`src/rtl/wdma_pkg.sv`:
```
package wdma_pkg;
  // one beat travelling through the read latency
  typedef struct packed {
    logic vld;
    logic last;
  } wdma_beat_t;
endpackage

```
`src/rtl/wdma_ofs_ctr.sv`:
```
module wdma_ofs_ctr #(
  parameter int AW = 14
) (
  input  logic          clk_i,
  input  logic          rst_ni,
  input  logic          load_i,
  input  logic [AW-1:0] base_i,
  input  logic          step_i,
  output logic [AW-1:0] ofs_o
);
  logic [AW-1:0] ofs_q;

  always_ff @(posedge clk_i or negedge rst_ni) begin
    if (!rst_ni)     ofs_q <= '0;
    else if (load_i) ofs_q <= base_i;
    else if (step_i) ofs_q <= ofs_q + AW'(2);  // natural wrap inside window
  end

  assign ofs_o = ofs_q;

  AST_OFS_ALIGNED: assert property (@(posedge clk_i) disable iff (!rst_ni)
    $past(load_i) && !$past(base_i[0]) |-> !ofs_o[0]);
endmodule

```
`src/rtl/wdma_lat_pipe.sv`:
```
module wdma_lat_pipe #(
  parameter int LAT = 1,
  parameter int W   = 2
) (
  input  logic         clk_i,
  input  logic         rst_ni,
  input  logic [W-1:0] d_i,
  output logic [W-1:0] q_o
);
  logic [W-1:0] stg_q [LAT];

  for (genvar i = 0; i < LAT; i++) begin : g_stg
    always_ff @(posedge clk_i or negedge rst_ni) begin
      if (!rst_ni) stg_q[i] <= '0;
      else if (i == 0) stg_q[i] <= d_i;
      else stg_q[i] <= stg_q[(i == 0) ? 0 : i-1];
    end
  end

  assign q_o = stg_q[LAT-1];
endmodule

```
`src/rtl/wram_word_dma.sv`:
```
module wram_word_dma
  import wdma_pkg::*;
#(
  parameter int SRC_AW    = 14,
  parameter int DST_AW    = 12,
  parameter int REG_W     = 16,
  parameter int DST_SHIFT = 2,
  parameter int CNT_W     = 16,
  parameter int DATA_W    = 16,
  parameter int RD_LAT    = 1
) (
  input  logic              clk_i,
  input  logic              rst_ni,
  input  logic              start_i,
  input  logic [CNT_W-1:0]  words_i,
  input  logic [REG_W-1:0]  src_reg_i,
  input  logic [REG_W-1:0]  dst_reg_i,
  output logic              rd_en_o,
  output logic [SRC_AW-1:0] rd_addr_o,
  input  logic [DATA_W-1:0] rd_data_i,
  output logic              wr_en_o,
  output logic [DST_AW-1:0] wr_addr_o,
  output logic [DATA_W-1:0] wr_data_o,
  output logic              busy_o,
  output logic              done_o,
  output logic [REG_W-1:0]  src_reg_o,
  output logic [REG_W-1:0]  dst_reg_o
);
  localparam logic [SRC_AW-1:0] SRC_MASK = {{(SRC_AW-1){1'b1}}, 1'b0};
  localparam logic [DST_AW-1:0] DST_MASK = {{(DST_AW-1){1'b1}}, 1'b0};
  localparam int BEAT_W = $bits(wdma_beat_t);

  logic              busy_q, issuing_q, done_q;
  logic [CNT_W-1:0]  remain_q, words_q;
  logic [REG_W-1:0]  src_q, dst_q;
  logic              start_ok, last_issue;
  logic [SRC_AW-1:0] src_base;
  logic [DST_AW-1:0] dst_base;
  wdma_beat_t        beat_in, beat_out;

  assign start_ok   = start_i && !busy_q;
  assign src_base   = src_reg_i[SRC_AW-1:0] & SRC_MASK;
  assign dst_base   = DST_AW'(dst_reg_i << DST_SHIFT) & DST_MASK;
  assign last_issue = issuing_q && (remain_q == CNT_W'(1));

  always_ff @(posedge clk_i or negedge rst_ni) begin
    if (!rst_ni) begin
      busy_q    <= 1'b0;
      issuing_q <= 1'b0;
      done_q    <= 1'b0;
      remain_q  <= '0;
      words_q   <= '0;
      src_q     <= '0;
      dst_q     <= '0;
    end else begin
      done_q <= 1'b0;
      if (start_ok) begin
        words_q <= words_i;
        src_q   <= src_reg_i;
        dst_q   <= dst_reg_i;
        if (words_i == '0) begin
          done_q <= 1'b1;
        end else begin
          busy_q    <= 1'b1;
          issuing_q <= 1'b1;
          remain_q  <= words_i;
        end
      end else if (busy_q) begin
        if (issuing_q) begin
          remain_q <= remain_q - CNT_W'(1);
          if (last_issue) issuing_q <= 1'b0;
        end
        if (beat_out.vld && beat_out.last) begin
          busy_q <= 1'b0;
          done_q <= 1'b1;
          src_q  <= src_q + REG_W'({words_q, 1'b0});
          dst_q  <= dst_q + REG_W'(words_q >> 1);
        end
      end
    end
  end

  wdma_ofs_ctr #(.AW(SRC_AW)) u_src_ctr (
    .clk_i, .rst_ni, .load_i(start_ok), .base_i(src_base),
    .step_i(issuing_q), .ofs_o(rd_addr_o)
  );

  wdma_ofs_ctr #(.AW(DST_AW)) u_dst_ctr (
    .clk_i, .rst_ni, .load_i(start_ok), .base_i(dst_base),
    .step_i(beat_out.vld), .ofs_o(wr_addr_o)
  );

  assign beat_in = '{vld: issuing_q, last: last_issue};

  wdma_lat_pipe #(.LAT(RD_LAT), .W(BEAT_W)) u_lat (
    .clk_i, .rst_ni, .d_i(beat_in), .q_o(beat_out)
  );

  assign rd_en_o   = issuing_q;
  assign wr_en_o   = beat_out.vld;
  assign wr_data_o = rd_data_i;  // byte order kept
  assign busy_o    = busy_q;
  assign done_o    = done_q;
  assign src_reg_o = src_q;
  assign dst_reg_o = dst_q;

  AST_RD_STEP: assert property (@(posedge clk_i) disable iff (!rst_ni)
    rd_en_o && $past(rd_en_o) |-> rd_addr_o == SRC_AW'($past(rd_addr_o) + SRC_AW'(2)));
  AST_WR_STEP: assert property (@(posedge clk_i) disable iff (!rst_ni)
    wr_en_o && $past(wr_en_o) |-> wr_addr_o == DST_AW'($past(wr_addr_o) + DST_AW'(2)));
  AST_DONE_PULSE: assert property (@(posedge clk_i) disable iff (!rst_ni)
    done_o |=> !done_o || $past(start_i));
  AST_NO_WR_AFTER_DONE: assert property (@(posedge clk_i) disable iff (!rst_ni)
    done_o |=> !wr_en_o);
  AST_IDLE_QUIET: assert property (@(posedge clk_i) disable iff (!rst_ni)
    !busy_o |-> !rd_en_o && !wr_en_o);
  AST_REG_HOLD: assert property (@(posedge clk_i) disable iff (!rst_ni)
    busy_o && $past(busy_o) |-> $stable(src_reg_o) && $stable(dst_reg_o));
endmodule

```
`config.mk`:
```
export PLATFORM = sky130hd
export DESIGN_NAME = wram_word_dma
export DESIGN_NICKNAME = d
export VERILOG_FILES = /design/src/rtl/wdma_pkg.sv /design/src/rtl/wdma_ofs_ctr.sv /design/src/rtl/wdma_lat_pipe.sv /design/src/rtl/wram_word_dma.sv
export SDC_FILE = /design/constraint.sdc
export NUM_CORES = 1
export LEC_CHECK = 0
export BUFFER_PORTS_ARGS = -buffer_cell sky130_fd_sc_hd__buf_2
export CELL_PAD_IN_SITES_DETAIL_PLACEMENT = 0
export CELL_PAD_IN_SITES_GLOBAL_PLACEMENT = 1
export CORE_AREA = 2 2 118 120
export CTS_BUF_LIST = sky130_fd_sc_hd__clkbuf_8
export CTS_CLUSTER_DIAMETER = 150
export DETAILED_ROUTE_END_ITERATION = 10
export DIE_AREA = 0 0 120 122
export GPL_TIMING_DRIVEN = 0
export PLACE_DENSITY = 0.95
export SYNTH_ARGS = -nofsm -noshare
export SYNTH_HDL_FRONTEND = slang
export SYNTH_SLANG_ARGS = --single-unit
```
`constraint.sdc`:
```
create_clock -name clk_i -period 6.35 [get_ports clk_i]
set_input_delay 1.27 -clock clk_i [delete_from_list [all_inputs] [get_ports clk_i]]
set_output_delay 1.27 -clock clk_i [all_outputs]
set_load 0.03 [all_outputs]
```
==> results summary <==
The final number of max-transition violations came out at 0. The synthesized netlist devotes 21.73% of its cell area to compound gates. The peak clock frequency supported by timing came out at approximately 0.36 GHz.

For this run, the leading register cell type out of synthesis is sky130_fd_sc_hd__dfrtp_1. The pin count of the biggest net entering global routing is between 50 and 60. The data arrival at the endpoint of the critical path is roughly 1.5 ns. In this run, placement finished with an instance count of between 900 and 1k. Across the whole layout, storage elements account for around 2300 µm². After layout, the minimum clock period comes to ~2.8 ns.

The number of synthesized register bits is 93. The leakage power of the design is around 3.2 nW. The effective utilization at floorplan is around 43%. The post-layout net count came out at roughly 910. The largest incremental delay on the critical path is 0.16 ns. Between clock sinks in the finished design, the worst skew comes to between 0.01 and 0.015 ns.

The mean cell area of the mapped netlist came out at between 8 and 9 µm². The via count of the first global-routing pass is between 4k and 5k. Summing the areas of all fa, ha and maj instances in the mapped netlist gives between 7 and 8% of the synthesized area. The sink count of the clock tree came out at 93. For this design, the CTS-stage hold fixing added 0 buffers. The transition time of the tightest slew-check pin came out at 0.7438 ns. The count of maximum capacitance violations is 0. The count of final hold-check violations came out at 0. The width of the die came out at around 120 µm. The first-iteration detailed-routing DRC count came out at 320. The number of warnings printed during yosys synthesis came out at 0. The overall via count from detail_route is 5440. The final antenna-violating net count came out at 0. The core box area is roughly 14000 µm².

Fill cells in the final layout number about 1.3k. The total of cells resized after clock tree synthesis came out at 0. After detailed routing, the total wire length is around 17000 µm. The routed length per placed instance came out at 17.04 µm.

The library cell contributing the largest single delay on the critical path is sky130_fd_sc_hd__buf_2. The xor and xnor fraction of the mapped netlist area is under 10%. Summing the sequential cell areas from Yosys gives between 40% and 50% of the chip area. The final setup violation count came out at 0. The multiplexer share of the synthesized area came out at 0.5175%.

The dominant combinational cell family by area after synthesis is compound AO/OA/AOI/OAI gates. The number of antenna cells inserted came out at 0. The tightest min-delay check is of the reg -> reg type.

The H-tree depth is 3. The first global-routing pass estimated 26130 µm of wire. The average vias per placed instance is between 5 and 6.

After global routing the overflow that remains totals 0. The number of library cell types mapped by synthesis came out at 60. For this run, design rule violations remaining after detail routing come to 0.

The die covers approximately 15000 µm². The number of enable-type register cells in the synthesized netlist is 0. The global-route usage over all layers is about 23%. The number of iterations in the first detailed-routing pass is 5. Detailed placement ended at an HPWL of approximately 13000 µm. The part of the cycle the worst path needs came out at between 40% and 50%. The power per unit of standard cell area is about 400 nW/µm². After synthesis the cells add up to about 5800 µm². The chip height is ~120 µm. The count of buffers inserted at the top-level ports came out at approximately 130. The critical path in this run is classified as in -> out. STA classifies the critical path startpoint as a primary input. The area of the multi-input gates came out at 3161 µm². The routability congestion estimate from global placement is a little under 1. The number of post-CTS setup repair buffers came out at 0. STA puts the critical path data required time at 5.08 ns. Setup repair after global routing left no endpoint under its margin. Together, buffers and inverters on the worst path number 2. The post-route non-filler standard cell count is between 900 and 1k. The simple-gate share of the synthesized area came out at between 10% and 20%.

Counting the buffers created by CTS gives 9. Walking the worst path, the cells encountered are buf_4 -> buf_2. The gate count of the mapped netlist is 671. The worst slew margin relative to its limit is about half. The post-route netlist has between 20 and 25% of its cells at a drive strength greater than 1. In this design, the largest share of critical-path delay is due to buffers and inverters. For this run, asynchronously set or reset flops after synthesis account for 100.0%. The worst supply voltage drop on vdd is between 0.15 and 0.2 mV. The clock slew at the register clock pins of the worst setup and hold paths came out at 0.09 ns.

The worst setup path is captured at a primary output. The flow ran to the end, and the final reports show no timing, DRC or antenna violations. Of all nets on the critical path, the largest fanout is 1.

The clock network latency to the later pin of the worst-skew pair came out at around 0.39 ns. The final total negative setup slack is 0 ns. The initial antenna violation count came out at 0. The number of primary I/O pins came out at roughly 150.

The number of buffers between clock root and the deepest sink is 2. The placement row count is 43. TritonCTS built the clock tree. In this run the clock root is driven by a sky130_fd_sc_hd__clkbuf_8. The area growth from synthesis to layout is 19.23%.
-- worst reg2reg max path, cell delays in order, from the launching register on --
cell and delay [ns]:
sky130_fd_sc_hd__dfrtp_1 0.42, sky130_fd_sc_hd__ha_1 0.26, sky130_fd_sc_hd__fa_1 0.45, sky130_fd_sc_hd__a211oi_2 0.30, sky130_fd_sc_hd__o211a_1 0.24, sky130_fd_sc_hd__nor2_1 0.09, sky130_fd_sc_hd__a311o_1 0.36, sky130_fd_sc_hd__a21oi_1 0.17
sky130_fd_sc_hd__xor2_1 0.17, sky130_fd_sc_hd__o21ai_1 0.07
-- metal layers --
metal	global-route usage, %	wire, µm	vias to the layer above
li1	-	-	2625
met5	0	0	-
met3	4.213	1125	17
met2	36.83	7788	197
met4	7.941	265	0
met1	31.87	7745	2601
-- synth_stat cells, drive strengths merged, types with 10 or more instances --
cell type,instances,area (µm²)
a21oi,74,377.9
a211oi,11,92.58
o21ai,62,310.3
a21o,18,136.4
dfrtp,93,2327
nor2,57,214.0
ha,33,412.9
xnor2,19,166.4
inv,13,48.80
buf,26,191.4
xor2,22,192.7
nand2,106,397.9
and3,10,62.56
nor3,15,86.34
clkbuf,21,78.83
-- cell families (layout without fill, tap and decap cells) --
group / Yosys count / count (layout)
AOI/OAI and AO/OA: 205 / 205
adders and majority gates: 35 / 35
xor gates and xnor gates: 41 / 41
buffers and inverters: 60 / 201
and+or+nand+nor: 233 / 233
DFF: 93 / 93
muxes: 3 / 3
other: 1 / 2
-- worst paths after layout --
check | cells after the start | slack (ns) | to | start
hold / removal | 0 | 0.41 | u_lat.q_o[1] | rd_en_o
hold reg to reg | 0 | 0.41 | u_lat.q_o[1] | rd_en_o
setup reg to reg | 9 | 3.68 | dst_reg_o[12] | dst_reg_o[0]
max in group asynchronous | 2 | 4.82 | src_reg_o[13] | rst_ni
min in group asynchronous | 1 | 0.87 | u_dst_ctr.ofs_o[7] | rst_ni
setup / recovery | 2 | 3.54 | wr_data_o[2] | rd_data_i[2]
-- state kept, by name, indices dropped and copies added (netlist names) --
register         flops
src_reg_o           16
u_src_ctr.ofs_o     13
done_o               1
remain_q            16
dst_reg_o           16
u_lat.q_o            2
u_dst_ctr.ofs_o     11
words_q             16
busy_o               1
rd_en_o              1
-- report_power, final --
group	internal (W)	switching [W]
Sequential	0.000783	0.000200
Combinational	0.000497	0.000797
Clock	0.000257	0.000216
Total	0.00154	0.00121
-- layout by cell type, fill, tap and decap left out, types with 9 or more instances in the layout --
cell type / Yosys / final
sky130_fd_sc_hd__a211oi_1: 9 / 9
sky130_fd_sc_hd__a21o_1: 17 / 17
sky130_fd_sc_hd__a21oi_1: 72 / 72
sky130_fd_sc_hd__and3_1: 10 / 10
sky130_fd_sc_hd__buf_2: 3 / 128
sky130_fd_sc_hd__buf_4: 18 / 19
sky130_fd_sc_hd__clkbuf_1: 21 / 21
sky130_fd_sc_hd__clkbuf_8: 0 / 9
sky130_fd_sc_hd__dfrtp_1: 93 / 93
sky130_fd_sc_hd__ha_1: 33 / 33
sky130_fd_sc_hd__inv_1: 13 / 14
sky130_fd_sc_hd__nand2_1: 106 / 106
sky130_fd_sc_hd__nand2b_1: 9 / 9
sky130_fd_sc_hd__nand3_1: 9 / 9
sky130_fd_sc_hd__nor2_1: 57 / 57
sky130_fd_sc_hd__nor3_1: 14 / 14
sky130_fd_sc_hd__o21ai_0: 54 / 54
sky130_fd_sc_hd__xnor2_1: 19 / 19
sky130_fd_sc_hd__xor2_1: 22 / 22
-- area by class of cell --
cell class	count	area share (%)
flip-flops and latches	93	33.63
multi-input cells	519	45.68
clock buffers	9	1.790
plain buffers	47	3.906
well taps	180	3.255
repair buffers	127	9.548
clock inverters	5	1.483
inverters	13	0.7052
-- metrics by stage --
| stage | total power, W | hold WS (ns) | utilization, % | cell area [µm²] | setup slack [ns] |
|---|---|---|---|---|---|
| finish | 0.002750 | 0.4106 | 51.24 | 6919 | 3.540 |
| global route | 0.002933 | 0.4412 | 51.24 | 6919 | 3.468 |
| CTS | 0.002753 | 0.4116 | 51.24 | 6919 | 3.539 |
| detailed placement | 0.002280 | 0.3881 | 49.56 | 6693 | 3.218 |
| global placement | 0.002252 | 0.3863 | 49.34 | 6663 | 3.064 |
| floorplan | 0.001927 | 0.4495 | - | 5807 | 3.665 |
Power figures use the tool's default switching activity.
